File: src/rtl/pcs_rx_pkg.sv
package pcs_rx_pkg;
  localparam logic [7:0] K_K     = 8'hBC;
  localparam logic [7:0] K_A     = 8'h7C;
  localparam logic [7:0] K_R     = 8'h1C;
  localparam logic [7:0] C_IDLE  = 8'h07;
  localparam logic [7:0] C_START = 8'hFB;
  localparam logic [7:0] C_TERM  = 8'hFD;
  localparam logic [7:0] C_ERR   = 8'hFE;
  localparam logic [7:0] C_SEQ   = 8'h9C;

  typedef enum logic [1:0] {
    ST_RECV = 2'd0,
    ST_SEQ  = 2'd1,
    ST_DATA = 2'd2
  } rx_state_e;
endpackage

File: src/rtl/pcs_rx_col_class.sv
module pcs_rx_col_class
  import pcs_rx_pkg::*;
#(
  parameter int LANES = 4,
  parameter int CW    = 8,
  parameter int PW    = (LANES > 1) ? $clog2(LANES) : 1
) (
  input  logic [LANES*CW-1:0] d_i,
  input  logic [LANES-1:0]    c_i,
  input  logic [LANES-1:0]    v_i,
  output logic                idle_o,
  output logic                seq_o,
  output logic                start_o,
  output logic                term_o,
  output logic [PW-1:0]       term_pos_o,
  output logic [LANES-1:0]    k_tail_o,
  output logic [LANES-1:0]    bad_o,
  output logic [LANES-1:0]    err_o
);
  logic [LANES-1:0] lane_idle, lane_k, lane_term;

  for (genvar gl = 0; gl < LANES; gl++) begin : g_lane
    logic [CW-1:0] ch;
    assign ch            = d_i[gl*CW +: CW];
    assign lane_idle[gl] = c_i[gl] & ~v_i[gl] & (ch == K_K || ch == K_A || ch == K_R);
    assign lane_k[gl]    = c_i[gl] & ~v_i[gl] & (ch == K_K);
    assign lane_term[gl] = c_i[gl] & ~v_i[gl] & (ch == C_TERM);
    assign bad_o[gl]     = c_i[gl] | v_i[gl];
    assign err_o[gl]     = v_i[gl] | (c_i[gl] & (ch == C_ERR));
  end

  // lowest terminate lane wins
  always_comb begin
    term_pos_o = '0;
    for (int l = LANES - 1; l >= 0; l--)
      if (lane_term[l]) term_pos_o = PW'(l);
  end

  // k_tail_o[p]: every lane above p is a clean K
  always_comb begin
    for (int p = 0; p < LANES; p++) begin
      k_tail_o[p] = 1'b1;
      for (int l = 0; l < LANES; l++)
        if (l > p && !lane_k[l]) k_tail_o[p] = 1'b0;
    end
  end

  assign idle_o  = &lane_idle;
  assign term_o  = |lane_term;
  assign seq_o   = c_i[0] & ~v_i[0] & (d_i[CW-1:0] == C_SEQ)   & ~|bad_o[LANES-1:1];
  assign start_o = c_i[0] & ~v_i[0] & (d_i[CW-1:0] == C_START) & ~|bad_o[LANES-1:1];
endmodule

File: src/rtl/pcs_rx_term_xlate.sv
module pcs_rx_term_xlate
  import pcs_rx_pkg::*;
#(
  parameter int LANES = 4,
  parameter int CW    = 8,
  parameter int PW    = (LANES > 1) ? $clog2(LANES) : 1
) (
  input  logic [LANES*CW-1:0] d_i,
  input  logic [LANES-1:0]    bad_i,
  input  logic [PW-1:0]       pos_i,
  input  logic                pass_i,
  output logic [LANES*CW-1:0] d_o,
  output logic [LANES-1:0]    c_o
);
  for (genvar gl = 0; gl < LANES; gl++) begin : g_lane
    localparam logic [PW-1:0] LIDX = PW'(gl);
    always_comb begin
      if (!pass_i) begin
        d_o[gl*CW +: CW] = C_ERR;
        c_o[gl]          = 1'b1;
      end else if (LIDX < pos_i) begin
        d_o[gl*CW +: CW] = bad_i[gl] ? C_ERR : d_i[gl*CW +: CW];
        c_o[gl]          = bad_i[gl];
      end else if (LIDX == pos_i) begin
        d_o[gl*CW +: CW] = C_TERM;
        c_o[gl]          = 1'b1;
      end else begin
        d_o[gl*CW +: CW] = C_IDLE;
        c_o[gl]          = 1'b1;
      end
    end
  end
endmodule

File: src/rtl/pcs_rx_decode.sv
module pcs_rx_decode
  import pcs_rx_pkg::*;
#(
  parameter int LANES = 4,
  parameter int CW    = 8
) (
  input  logic                clk_i,
  input  logic                rst_ni,
  input  logic [LANES*CW-1:0] rx_data_i,
  input  logic [LANES-1:0]    rx_ctrl_i,
  input  logic [LANES-1:0]    rx_cv_i,
  output logic [LANES*CW-1:0] xg_data_o,
  output logic [LANES-1:0]    xg_ctrl_o
);
  localparam int PW = (LANES > 1) ? $clog2(LANES) : 1;
  localparam logic [LANES*CW-1:0] IDLE_COL = {LANES{C_IDLE}};
  localparam logic [LANES*CW-1:0] ERR_COL  = {LANES{C_ERR}};

  // classification of the incoming (lookahead) column
  logic             in_idle, in_seq, in_start, in_term;
  logic [PW-1:0]    in_pos;
  logic [LANES-1:0] in_ktail, in_bad, in_err;

  pcs_rx_col_class #(.LANES(LANES), .CW(CW), .PW(PW)) u_class (
    .d_i(rx_data_i), .c_i(rx_ctrl_i), .v_i(rx_cv_i),
    .idle_o(in_idle), .seq_o(in_seq), .start_o(in_start), .term_o(in_term),
    .term_pos_o(in_pos), .k_tail_o(in_ktail), .bad_o(in_bad), .err_o(in_err)
  );

  // column under decision, one stage behind the input
  logic [LANES*CW-1:0] cur_d;
  logic [LANES-1:0]    cur_c, cur_bad, cur_err, cur_ktail;
  logic                cur_idle, cur_seq, cur_start, cur_term;
  logic [PW-1:0]       cur_pos;
  rx_state_e           state_q, state_d;
  logic [LANES*CW-1:0] od, xd_q, term_d;
  logic [LANES-1:0]    oc, xc_q, term_c;
  logic                term_pass;

  always_ff @(posedge clk_i or negedge rst_ni) begin
    if (!rst_ni) begin
      cur_d     <= {LANES{K_K}};
      cur_c     <= '1;
      cur_bad   <= '1;
      cur_err   <= '0;
      cur_ktail <= '0;
      cur_idle  <= 1'b1;
      cur_seq   <= 1'b0;
      cur_start <= 1'b0;
      cur_term  <= 1'b0;
      cur_pos   <= '0;
    end else begin
      cur_d     <= rx_data_i;
      cur_c     <= rx_ctrl_i;
      cur_bad   <= in_bad;
      cur_err   <= in_err;
      cur_ktail <= in_ktail;
      cur_idle  <= in_idle;
      cur_seq   <= in_seq;
      cur_start <= in_start;
      cur_term  <= in_term;
      cur_pos   <= in_pos;
    end
  end

  assign term_pass = cur_ktail[cur_pos] & in_idle;

  pcs_rx_term_xlate #(.LANES(LANES), .CW(CW), .PW(PW)) u_term (
    .d_i(cur_d), .bad_i(cur_bad), .pos_i(cur_pos), .pass_i(term_pass),
    .d_o(term_d), .c_o(term_c)
  );

  always_comb begin
    state_d = state_q;
    od      = cur_d;
    oc      = cur_c;
    if (cur_term) begin
      od      = term_d;
      oc      = term_c;
      state_d = ST_RECV;
    end else if (state_q == ST_DATA) begin
      for (int l = 0; l < LANES; l++) begin
        od[l*CW +: CW] = cur_bad[l] ? C_ERR : cur_d[l*CW +: CW];
        oc[l]          = cur_bad[l];
      end
    end else if (cur_start) begin
      state_d = ST_DATA;
    end else if (cur_idle) begin
      od      = IDLE_COL;
      oc      = '1;
      state_d = ST_RECV;
    end else if (cur_seq) begin
      state_d = ST_SEQ;
    end else if (state_q == ST_SEQ) begin
      // errored column right after an ordered set
      od      = ERR_COL;
      oc      = '1;
      state_d = ST_RECV;
    end else begin
      for (int l = 0; l < LANES; l++) begin
        od[l*CW +: CW] = cur_err[l] ? C_ERR : cur_d[l*CW +: CW];
        oc[l]          = cur_c[l] | cur_err[l];
      end
      state_d = ST_RECV;
    end
  end

  always_ff @(posedge clk_i or negedge rst_ni) begin
    if (!rst_ni) begin
      state_q <= ST_RECV;
      xd_q    <= IDLE_COL;
      xc_q    <= '1;
    end else begin
      state_q <= state_d;
      xd_q    <= od;
      xc_q    <= oc;
    end
  end

  assign xg_data_o = xd_q;
  assign xg_ctrl_o = xc_q;

  AST_IDLE_OUT: assert property (@(posedge clk_i) disable iff (!rst_ni)
    (cur_idle && state_q != ST_DATA) |=> (xg_data_o == IDLE_COL && xg_ctrl_o == '1));
  AST_DATA_ENTRY: assert property (@(posedge clk_i) disable iff (!rst_ni)
    (state_q == ST_DATA && $past(state_q) != ST_DATA) |-> $past(cur_start));
  AST_SEQ_PASS: assert property (@(posedge clk_i) disable iff (!rst_ni)
    (cur_seq && state_q != ST_DATA) |=>
      (xg_ctrl_o == {{(LANES-1){1'b0}}, 1'b1} && xg_data_o[CW-1:0] == C_SEQ));
  AST_TERM_EXIT: assert property (@(posedge clk_i) disable iff (!rst_ni)
    cur_term |=> state_q == ST_RECV);
  AST_TERM_FAIL: assert property (@(posedge clk_i) disable iff (!rst_ni)
    (cur_term && !in_idle) |=> (xg_data_o == ERR_COL && xg_ctrl_o == '1));
  AST_ERR_LANE: assert property (@(posedge clk_i) disable iff (!rst_ni)
    (state_q == ST_DATA && !cur_term && cur_bad[0]) |=>
      (xg_data_o[CW-1:0] == C_ERR && xg_ctrl_o[0]));
endmodule

File: config.mk
export PLATFORM = sky130hd
export DESIGN_NAME = pcs_rx_decode
export DESIGN_NICKNAME = d
export VERILOG_FILES = /design/src/rtl/pcs_rx_pkg.sv /design/src/rtl/pcs_rx_col_class.sv /design/src/rtl/pcs_rx_term_xlate.sv /design/src/rtl/pcs_rx_decode.sv
export SDC_FILE = /design/constraint.sdc
export NUM_CORES = 1
export LEC_CHECK = 0
export ABC_AREA = 1
export ABC_CLOCK_PERIOD_IN_PS = 1330
export BUFFER_PORTS_ARGS = -buffer_cell sky130_fd_sc_hd__buf_2
export CORE_MARGIN = 3
export CORE_UTILIZATION = 41
export DETAILED_ROUTE_END_ITERATION = 10
export PLACE_DENSITY = 0.64
export SLEW_MARGIN = 20
export SYNTH_ARGS = -nofsm -noshare
export SYNTH_HDL_FRONTEND = slang
export SYNTH_SLANG_ARGS = --single-unit
export TNS_END_PERCENT = 1
File: constraint.sdc
create_clock -name clk_i -period 1.33 [get_ports clk_i]
set_input_delay 0.266 -clock clk_i [delete_from_list [all_inputs] [get_ports clk_i]]
set_output_delay 0.266 -clock clk_i [all_outputs]
set_load 0.05 [all_outputs]
# After elaboration in Yosys (flattened, before gate mapping)
# Index checks and enable logic that the tools add are counted.
dict set report word_totals {
  regBits 92
  inputBits 42
  out_inout_bits 36
  word_cells 156
}
dict set report classes {
  n_lt_le_gt_ge 5
  n_eq_ne 28
  muxes 57
  n_bitwise 40
  n_reduce_logical 13
}
# op n
set ops {}
lappend ops {{32-bit two-way mux} 6}
lappend ops {{8-bit two-way mux} 20}
lappend ops {{8-bit == test (second input constant)} 14}
lappend ops {{8-bit by 5-bit == test with 1-bit output (second input constant)} 4}
lappend ops {{8-bit by 7-bit == test with 1-bit output (second input constant)} 4}
lappend ops {{1-bit AND} 24}
lappend ops {{4-bit two-way mux} 6}
lappend ops {{1-bit two-way mux} 17}
lappend ops {{2-bit two-way mux} 7}
lappend ops {{1-bit OR} 12}
lappend ops {{1-bit logical OR} 8}
lappend ops {{2-bit == test (first input constant)} 2}
lappend ops {{1-bit by 2-bit less-than comparator with 1-bit output (first input constant)} 2}
lappend ops {{2-bit less-than comparator (first input constant)} 2}
lappend ops {{1-bit NOT} 4}
lappend ops {{4-bit AND reduction} 1}
lappend ops {{4-bit OR reduction} 1}
lappend ops {{2-bit by 3-bit less-than comparator with 1-bit output (second input constant)} 1}
lappend ops {{3-bit OR reduction} 1}
lappend ops {{1-bit binary-select mux with 2-bit select} 1}
lappend ops {{1-bit by 2-bit == test with 1-bit output (first input constant)} 1}
lappend ops {{2-bit by 1-bit == test with 1-bit output (second input constant)} 1}
lappend ops {{2-bit == test (second input constant)} 1}
lappend ops {{2-bit logical NOT} 1}
lappend ops {{other kinds (2)} 2}

# Depth between registers and ports, before layout
# Gate-level depths: netlist (run 1).
dict set report logic_depth {
  ltp_word 8
  depth_mapped 11
  mapped_depth_nobuf 10
}

# By module
# From an unflattened synthesis (run 1), not the netlist that was laid out.
dict set report hier_totals {
  cells_unflattened 560
  hier_area_um2 4453.0
}
# module instances cells_each area_per_inst_um2 seq_area_each_um2
set by_module_without_submodules {}
lappend by_module_without_submodules {pcs_rx_decode 1 332 3432.0 2358.5}
lappend by_module_without_submodules {pcs_rx_col_class 1 138 606.8 0.0}
lappend by_module_without_submodules {pcs_rx_term_xlate 1 90 414.1 0.0}

# Worst setup path before layout (run 1)
# OpenSTA, ideal clock, no wires.
dict set report synth_path {
  path_kind {register to register}
  startpoint {reg cur_pos[1]}
  endpoint {reg xd_q[3], in the netlist xg_data_o[3]}
  setup_ps 113
  arrival_time_ps 1221
  t_required_ps 1217
  path_slack_ps -4
  path_stages_with_launch 9
  n_path_buf 2
  synth_period_minus_slack_ps 1334
  path_cell_list {dfrtp_1 > buf_2 > nor2_4 > a22oi_2 > nand3_4 > buf_6 > nand4_1 > nand2_1 > inv_1}
}
dict set report synth_between {
  elab_chain_cells 5
  word_cells_on_any_way 9
  cone_classes {order compare: 1; mux: 6; bitwise: 1; reduce/logical: 1}
}
# element line_no
set synth_rtl {}
lappend synth_rtl {{start: declaration} pcs_rx_decode.sv:34} ;# logic [PW-1:0] cur_pos;
lappend synth_rtl {{start signal: assignment} pcs_rx_decode.sv:62} ;# cur_pos <= in_pos;
lappend synth_rtl {{1-bit binary-select mux with 2-bit select or 2-bit logical NOT (tied branches)} {pcs_rx_decode.sv:66, pcs_rx_term_xlate.sv:24}}
lappend synth_rtl {{1-bit two-way mux (implied by the code) or 8-bit two-way mux (tied branches)} {pcs_rx_decode.sv:66, pcs_rx_term_xlate.sv:24}}
lappend synth_rtl {{1-bit AND or 8-bit two-way mux (tied branches)} {pcs_rx_decode.sv:66, pcs_rx_term_xlate.sv:21}}
lappend synth_rtl {{8-bit two-way mux (*)} pcs_rx_term_xlate.sv:18} ;# if (!pass_i) begin
lappend synth_rtl {{32-bit two-way mux (*)} pcs_rx_decode.sv:77} ;# if (cur_term) begin
lappend synth_rtl {{net od[3]} pcs_rx_decode.sv:36} ;# logic [LANES*CW-1:0] od, xd_q, term_d;
lappend synth_rtl {{end signal: assignment} pcs_rx_decode.sv:111} ;# xd_q <= IDLE_COL;
lappend synth_rtl {{end signal: assignment} pcs_rx_decode.sv:115} ;# xd_q <= od;
lappend synth_rtl {{end: declaration} pcs_rx_decode.sv:36}
# Mark *: on every way through the listed nets, which the timed path passes. The rest lies on a longest branch. The select of a mux whose other input is x is not followed.
# A chain may end at the register's enable or synchronous reset.

# Worst setup path in the final report (run 1)
dict set report layout_path {
  startpoint {reg state_q[0]}
  endpoint {reg xd_q[7], in the netlist xg_data_o[7]}
}
dict set report layout_between {
  elab_chain_cells 7
  word_cells_on_any_way 8
  cone_classes {eq/ne: 2; mux: 6}
}
# element line_no
set layout_rtl {}
lappend layout_rtl {{start: declaration} pcs_rx_decode.sv:35} ;# rx_state_e state_q, state_d;
lappend layout_rtl {{start signal: assignment} pcs_rx_decode.sv:114} ;# state_q <= state_d;
lappend layout_rtl {{2-bit by 1-bit == test with 1-bit output} pcs_rx_decode.sv:94} ;# end else if (state_q == ST_SEQ) begin
lappend layout_rtl {{32-bit two-way mux} pcs_rx_decode.sv:94}
lappend layout_rtl {{32-bit two-way mux} pcs_rx_decode.sv:92} ;# end else if (cur_seq) begin
lappend layout_rtl {{32-bit two-way mux} pcs_rx_decode.sv:88} ;# end else if (cur_idle) begin
lappend layout_rtl {{32-bit two-way mux} pcs_rx_decode.sv:86} ;# end else if (cur_start) begin
lappend layout_rtl {{32-bit two-way mux (*)} pcs_rx_decode.sv:81} ;# end else if (state_q == ST_DATA) begin
lappend layout_rtl {{32-bit two-way mux (*)} pcs_rx_decode.sv:77}
lappend layout_rtl {{net od[7]} pcs_rx_decode.sv:36}
# Mark *: on every way through the listed nets, which the timed path passes. The rest lies on a longest branch.

==> reports/results.ini, run 1 <==
[sta]
min_period_over_period = 1.09
finalMaxSlewViolations = 0
setup_ws_ps = -114
rsz0062_at_grt = yes
clock_skew_ps = 10.8
setup_viol = 29
finalCriticalPeriod_ps = 1440
holdWs_ps = 40.5
fin_setup_tns_ps = -1470
fmax_mhz = 692
hold_violations = 0

[cts]
htree_levels = 3
path_clk_slew_ps = 80
cts_tree = yes
cts.sinks = 92
clock_latency_ps = 360
numCtsBuffers = 9
root_buffer = clkbuf_8
clock_path_buffers = 2

[min_path]
hold_path_end = cur_d[22]
hold_depth = 1
hp-start = rx_data_i[22]
hold_path.class = in2reg

[yosys]
synth_top_cell_by_area = dfstp_2
synth.most_common_cell = nand2_1
yosysTopAreaCellShare = 0.273
syn_area_um2 = 4330
yosysSeqAreaShare = 0.545
synth_edf_count = 0
synthCells = 511
async_reset_ff_frac = 1.00
synthFlopType = dfrtp_1
avgSynthCellArea_um2 = 8.47
ys_top_cells_by_area = dfstp_2 27%, dfrtp_1 27%, nand2_1 11%
yosysUniqueCellTypes = 38
ys_ff_latch = 92
synth_common_cells = 122 x nand2_1, 74 x inv_1, 47 x dfrtp_1
yosys_warnings = 0
syn-num-nets = 553

[floorplan]
dieWidth_um = 109
num_rows = 36
core_area_um2 = 10000
fp.dieArea_um2 = 11800
io_pins = 78
die_h_um = 109
start_util = 0.433

[setup_path]
r2r-end = xg_data_o[7]
crit_fanout = 5
crit_type = reg2reg
critPathRequiredTime_ps = 1580
cp-start-kind = register
worstReg2RegStart = state_q[0]
arrival_ps = 1690
regToRegSetupSlack_ps = -110
end_kind = register
reg2reg_depth = 10

[pwr]
p_seq_frac = 0.522
p_leak_nw = 3.02
switching_share = 0.265
powerDensity_nw_per_um2 = 962
ir_drop_mv = 0.457
clkPwrFrac = 0.324
p_total_mw = 5.84
cell_internal_pwr_mw = 4.30
combPwrFrac = 0.155
p_switching_mw = 1.55

[global_route]
grt_max_degree = 26
grt_pass1_vias = 3945
antenna_found_initial = 0
gr-total-overflow = 0
track_usage = 0.210
grt_pass1_wl_um = 19000

[finish]
syn_to_final_growth_pct = 40.3
stdcell_area_um2 = 6070
fin_cells = 827
layout.nets = 731
regArea_um2 = 2360
diodes = 0
fin_util = 0.607
final_layout_size_suffix_gt1_frac = 0.412
fillers = 903
multi_input_comb_area_um2 = 1650

[placed_design]
io_buffers = 77
hpwl_um = 9000
gp_congestion = 0.846
placed_cell_area_um2 = 5560
place_ws_ps = -417
dp.cells = 804

[route]
drtPass1Iterations = 7
ant_nets = 0
drt-wirelength-per-cell_um = 14.1
drc_errors = 0
drt_iter0_markers = 181
vias_per_cell = 4.95
vias = 4090
routed_wl_um = 11700

[flow_run]
cap_viol_max_count = 0

[status]
violations = negative setup slack
outcome = finished, violations left

placed cells by master, fill, tap and decap left out, types with 19 or more instances in the layout:
cell | synthesis | final
nand4_1 | 31 | 31
nand2_1 | 122 | 119
dfrtp_1 | 47 | 45
dfstp_2 | 45 | 45
buf_4 | 1 | 99
buf_2 | 7 | 60
nand3_1 | 20 | 19
nor2_1 | 41 | 32
inv_1 | 74 | 73
a21oi_1 | 28 | 27
logic make-up after synthesis:
logic type	share of synthesized area
compound gates	0.0983
buf+inv	0.0948
simple gates	0.261
flops	0.545
other cells	0.000866
power groups by stage:
| stage | registers [mW] | clock network, mW | logic [mW] |
|---|---|---|---|
| 2_1_floorplan | 3.28 | 0 | 0.202 |
| 3_3_place_gp | 3.08 | 0 | 0.829 |
| 3_5_place_dp | 3.08 | 0 | 0.843 |
| 4_1_cts | 3.05 | 1.94 | 0.900 |
| 5_1_grt | 3.06 | 2.06 | 0.984 |
| 6_report | 3.05 | 1.89 | 0.904 |
layout make-up:
class / count / area share
clock buffer: 11 / 0.0249
sequential: 92 / 0.389
clock inverter: 5 / 0.00824
inverter: 80 / 0.0499
tap: 133 / 0.0274
timing repair buffer: 185 / 0.228
multi-input combinational: 321 / 0.272
layer usage:
layer  up-vias  routed length [um]  track usage
met2       135                5790        0.350
met1      1912                5010        0.274
li1       2011                   -            -
met5         -                   0            0
met4         0                 333       0.0956
met3        32                 558       0.0243
critical path, cell delays in order, from the launching register on:
cell and delay [ps]:
dfrtp_1 380, inv_1 80, nor2_2 50, buf_4 140, nor2_2 80, nor2_1 70
buf_4 160, o21ai_1 160, nand3_1 90, nand2_1 90, inv_1 40
registers in the layout, summed over array words and instances, names as in the netlist, 2 cells and up:
signal	cells
xg_ctrl_o	4
state_q	2
cur_bad	4
cur_c	4
cur_ktail	4
cur_d	32
cur_pos	2
xg_data_o	32
cur_err	4
how the worst max path moves through the flow:
stage	startpoint	end	slack [ps]	cells after the start
3_3_place_gp	rx_data_i[8]	xg_data_o[3]	-360	12
3_5_place_dp	rx_data_i[8]	xg_data_o[7]	-420	12
6_report	state_q[0]	xg_data_o[7]	-110	10
2_1_floorplan	cur_pos[0]	xg_data_o[3]	7	8
4_1_cts	cur_pos[0]	xg_data_o[17]	-90	9
5_1_grt	cur_pos[0]	xg_ctrl_o[2]	-180	9
timing repair:
action                     in CTS  in global routing
hold buffers                    4                  0
pin swaps                      12                  3
gates cloned                    0                  0
resized for setup              64                 18
setup endpoints to repair      52                 45
setup buffers                   3                  0
hold endpoints to repair       13                  0
No activity file was read; power rests on OpenSTA's default activity.
==> run 2, diff against run 1 <==
--- a/config.mk
+++ b/config.mk
@@ -5,13 +5,13 @@
 export SDC_FILE = /design/constraint.sdc
 export NUM_CORES = 1
 export LEC_CHECK = 0
-export ABC_AREA = 1
+export ABC_AREA = 0
 export ABC_CLOCK_PERIOD_IN_PS = 1330
 export BUFFER_PORTS_ARGS = -buffer_cell sky130_fd_sc_hd__buf_2
 export CORE_MARGIN = 3
 export CORE_UTILIZATION = 41
 export DETAILED_ROUTE_END_ITERATION = 10
-export PLACE_DENSITY = 0.64
+export PLACE_DENSITY = 0.65
 export SLEW_MARGIN = 20
 export SYNTH_ARGS = -nofsm -noshare
 export SYNTH_HDL_FRONTEND = slang
==> reports/results.ini, run 2 <==
[status]
outcome = finished, violations left
violations = negative setup slack

[setup_path]
crit_fanout = 4
end_kind = register
critPathRequiredTime_ps = 1620
crit_type = in2reg
cp-start-kind = input pin
arrival_ps = 2130

[route]
drtPass1Iterations = 5
vias = 3270
vias_per_cell = 5.33
routed_wl_um = 10700
drt-wirelength-per-cell_um = 17.5
drc_errors = 0
ant_nets = 0
drt_iter0_markers = 184

[pwr]
ir_drop_mv = 0.690
switching_share = 0.271
cell_internal_pwr_mw = 4.26
p_switching_mw = 1.58
p_leak_nw = 2.46
p_seq_frac = 0.520
combPwrFrac = 0.146
clkPwrFrac = 0.333
powerDensity_nw_per_um2 = 1060

[yosys]
synthCells = 329
synthFlopType = dfrtp_1
syn-num-nets = 371
yosys_warnings = 0
yosysTopAreaCellShare = 0.316
yosysSeqAreaShare = 0.630
yosysUniqueCellTypes = 52
synth_top_cell_by_area = dfstp_2
ys_ff_latch = 92
synth.most_common_cell = dfrtp_1
avgSynthCellArea_um2 = 11.4
synth_edf_count = 0
ys_top_cells_by_area = dfstp_2 32%, dfrtp_1 31%, o21ai_0 5.7%
syn_area_um2 = 3740
synth_common_cells = 47 x dfrtp_1, 45 x dfstp_2, 43 x o21ai_0
async_reset_ff_frac = 1.00

[cts]
cts_setup_buffers = 0
cts_tree = yes
numCtsBuffers = 9
path_clk_slew_ps = 90
htree_levels = 3
clock_path_buffers = 2
cts.sinks = 92
root_buffer = clkbuf_8
clock_latency_ps = 360

[floorplan]
start_util = 0.425
num_rows = 34
fp.dieArea_um2 = 10300
die_h_um = 102
dieWidth_um = 102
io_pins = 78
core_area_um2 = 8810

[placed_design]
hpwl_um = 8140
place_ws_ps = -900
gp_congestion = 0.874
io_buffers = 77

[finish]
final_layout_size_suffix_gt1_frac = 0.531
most-common-layout-cells = 91 x buf_4, 58 x buf_2, 46 x dfrtp_1
final_common_cell = buf_4
layout.nets = 542
diodes = 0
syn_to_final_growth_pct = 47.8

[global_route]
track_usage = 0.214
grt_max_degree = 30
grt_pass1_vias = 3297
grt_pass1_wl_um = 16600
gr-total-overflow = 0
antenna_found_initial = 0

[sta]
finalCriticalPeriod_ps = 1840
finalMaxSlewViolations = 0
hold_violations = 0
setup_viol = 38
setup_ws_ps = -513
clock_skew_ps = 9.53
fmax_mhz = 543
rsz0062_at_grt = yes
min_period_over_period = 1.39
fin_setup_tns_ps = -11900

[min_path]
hold_path.class = in2reg

[flow_run]
cap_viol_max_count = 0

[run 2: path summary, 6_finish.rpt]
check                         startpoint            end  slack, ps  cells after the start
setup / recovery           rx_data_i[24]  xg_data_o[10]       -510                      7
hold / removal              rx_data_i[7]       cur_d[7]         30                      1
max in group asynchronous         rst_ni      cur_d[18]        390                      3
hold reg to reg                 cur_c[0]   xg_ctrl_o[0]        470                      2
min in group asynchronous         rst_ni  xg_data_o[14]        390                      2
setup reg to reg              cur_pos[0]  xg_data_o[10]       -490                      6
[run 2: layer usage]
| layer | share of wire | up-vias | global-route usage |
|---|---|---|---|
| met5 | 0 | - | 0 |
| met4 | 0.014 | 0 | 0.0521 |
| met3 | 0.043 | 13 | 0.0482 |
| met2 | 0.52 | 94 | 0.368 |
| met1 | 0.42 | 1623 | 0.275 |
| li1 | - | 1540 | - |
[run 2: cell families after synthesis]
group / Yosys count / synth area share
simple gates: 108 / 0.160
other cells: 1 / 0.00100
xor+xnor: 2 / 0.00468
buf+inv: 20 / 0.0207
flops: 92 / 0.630
compound gates: 106 / 0.184
[run 2: through the flow]
step                cells  total power, mW  cell area [um2]  utilization  hold WS [ps]
floorplan             329             3.43             3740            -         -29.6
global placement      595             3.83             4970        0.565           237
detailed placement    595             3.85             4970        0.565           241
CTS                   613             5.83             5390        0.612          20.8
global route          613             6.09             5540        0.629          10.5
finish                613             5.85             5540        0.629          29.2
[run 2: final cells by class]
cell class | count | area, um2
well taps | 108 | 135
flip-flops and latches | 92 | 2360
fillers | 707 | 3270
clock buffers | 11 | 141
inverters | 7 | 26.3
clock inverters | 5 | 60.1
repair buffers | 173 | 1340
multi-input cells | 217 | 1480
[run 2: power groups by stage]
| stage | logic (mW) | registers [mW] | clock network [mW] |
|---|---|---|---|
| 2_1_floorplan | 0.150 | 3.28 | 0 |
| 3_3_place_gp | 0.758 | 3.07 | 0 |
| 3_5_place_dp | 0.771 | 3.08 | 0 |
| 4_1_cts | 0.822 | 3.04 | 1.97 |
| 5_1_grt | 0.914 | 3.05 | 2.12 |
| 6_report | 0.855 | 3.04 | 1.95 |
[run 2: timing repair]
item	4_1_cts	5_1_grt
endpoints found under the setup margin	55	57
hold buffers	2	0
gates resized for setup	56	30
endpoints found under the hold margin	11	0
pin swaps	4	4
[run 2: critical path, cell delays in order]
cell      delay [ps]
buf_2            120
and4bb_2         270
nand4_1          130
or4_4            480
or3_4            450
o21a_1           200
or2_1            210
==> run 3, diff against run 2 <==
--- a/config.mk
+++ b/config.mk
@@ -9,9 +9,9 @@
 export ABC_CLOCK_PERIOD_IN_PS = 1330
 export BUFFER_PORTS_ARGS = -buffer_cell sky130_fd_sc_hd__buf_2
 export CORE_MARGIN = 3
-export CORE_UTILIZATION = 41
+export CORE_UTILIZATION = 49
 export DETAILED_ROUTE_END_ITERATION = 10
-export PLACE_DENSITY = 0.65
+export PLACE_DENSITY = 0.76
 export SLEW_MARGIN = 20
 export SYNTH_ARGS = -nofsm -noshare
 export SYNTH_HDL_FRONTEND = slang
==> reports/results.ini, run 3 (synthesized netlist as in run 2, its figures left out) <==
[status]
outcome = finished, violations left
violations = negative setup slack

[setup_path]
crit_fanout = 4
critPathRequiredTime_ps = 1610
cp-start-kind = input pin
crit_type = in2reg
arrival_ps = 2160
end_kind = register

[sta]
setup_ws_ps = -551
fmax_mhz = 532
finalCriticalPeriod_ps = 1880
holdWs_ps = 46.3
clock_skew_ps = 7.46
min_period_over_period = 1.41
rsz0062_at_grt = yes
hold_violations = 0
finalMaxSlewViolations = 0
setup_viol = 39

[floorplan]
die_h_um = 93.4
io_pins = 78
fp.dieArea_um2 = 8730
core_area_um2 = 7330
start_util = 0.511
num_rows = 31
dieWidth_um = 93.4

[cts]
cts_tree = yes
numCtsBuffers = 9
path_clk_slew_ps = 90
htree_levels = 3
cts.sinks = 92
root_buffer = clkbuf_8
clock_path_buffers = 2
clock_latency_ps = 350

[pwr]
cell_internal_pwr_mw = 4.19
ir_drop_mv = 0.657
combPwrFrac = 0.144
switching_share = 0.268
p_leak_nw = 2.40
p_switching_mw = 1.54
clkPwrFrac = 0.326
p_seq_frac = 0.530
powerDensity_nw_per_um2 = 1060

[route]
drt-wirelength-per-cell_um = 17.6
drtPass1Iterations = 5
vias = 3346
drc_errors = 0
drt_iter0_markers = 216
vias_per_cell = 5.56
ant_nets = 0
routed_wl_um = 10600

[finish]
final_layout_size_suffix_gt1_frac = 0.517
fin_cells = 602
layout.nets = 540
most-common-layout-cells = 90 x buf_4, 60 x buf_2, 46 x dfrtp_1
final_common_cell = buf_4
syn_to_final_growth_pct = 43.9
diodes = 0
fillers = 475

[global_route]
grt_pass1_wl_um = 16500
antenna_found_initial = 0
track_usage = 0.252
grt_pass1_vias = 3325
grt_max_degree = 43
gr-total-overflow = 0

[min_path]
hold_path.class = in2reg

[placed_design]
dp.cells = 582
gp_congestion = 0.880
io_buffers = 77
hpwl_um = 7820

[flow_run]
cap_viol_max_count = 0

-- run 3: critical path: stages --
cell and delay (ps):
buf_2 100, nand4bb_1 260, nor4_2 380, nand4_1 260, or3_4 470, o21a_1 210, or2_1 210
-- run 3: area by class of cell --
| cell class | count | area [um2] | area share |
|---|---|---|---|
| clock buffers | 10 | 128 | 0.0237 |
| clock inverters | 6 | 68.8 | 0.0128 |
| inverters | 7 | 26.3 | 0.00487 |
| multi-input cells | 217 | 1420 | 0.264 |
| flip-flops and latches | 92 | 2360 | 0.438 |
| well taps | 99 | 124 | 0.0230 |
| repair buffers | 171 | 1260 | 0.234 |
-- run 3: per-layer routing --
layer,wire [um],GRT usage
met1,4220,0.310
met2,5450,0.434
met3,686,0.0523
met4,243,0.0977
met5,0,0
-- run 3: repair_timing --
item,4_1_cts,5_1_grt
cloned,0,0
pin swaps,5,0
setup buffers,2,0
resized for setup,57,11
hold buffers,2,0
endpoints found under the setup margin,55,50
hold endpoints to repair,12,0
-- run 3: power groups by stage --
stage          combinational (mW)  clock [mW]  sequential, mW
2_1_floorplan               0.150           0            3.28
3_3_place_gp                0.743           0            3.07
3_5_place_dp                0.757           0            3.07
4_1_cts                     0.813        1.90            3.03
5_1_grt                     0.877        2.01            3.05
6_report                    0.825        1.87            3.04
-- run 3: metrics by stage --
step	setup slack (ps)	cell area, um2	TNS [ps]	power (mW)	util
6_report	-551	5390	-12400	5.73	0.735
5_1_grt	-584	5390	-15150	5.94	0.735
3_3_place_gp	-836	4920	-26160	3.81	0.671
3_5_place_dp	-894	4920	-27010	3.83	0.671
2_1_floorplan	-575	3740	-15810	3.43	-
4_1_cts	-484	5340	-10930	5.75	0.729
-- run 3: final timing paths --
path / startpoint / end / slack (ps) / cells past startpoint
min in group asynchronous: rst_ni / cur_d[17] / 330 / 2
setup reg to reg: cur_pos[0] / xg_data_o[10] / -500 / 6
setup / recovery: rx_data_i[0] / xg_data_o[10] / -550 / 7
hold reg to reg: cur_c[3] / xg_ctrl_o[3] / 460 / 2
hold / removal: rx_data_i[4] / cur_d[4] / 50 / 1
max in group asynchronous: rst_ni / cur_d[2] / 450 / 3
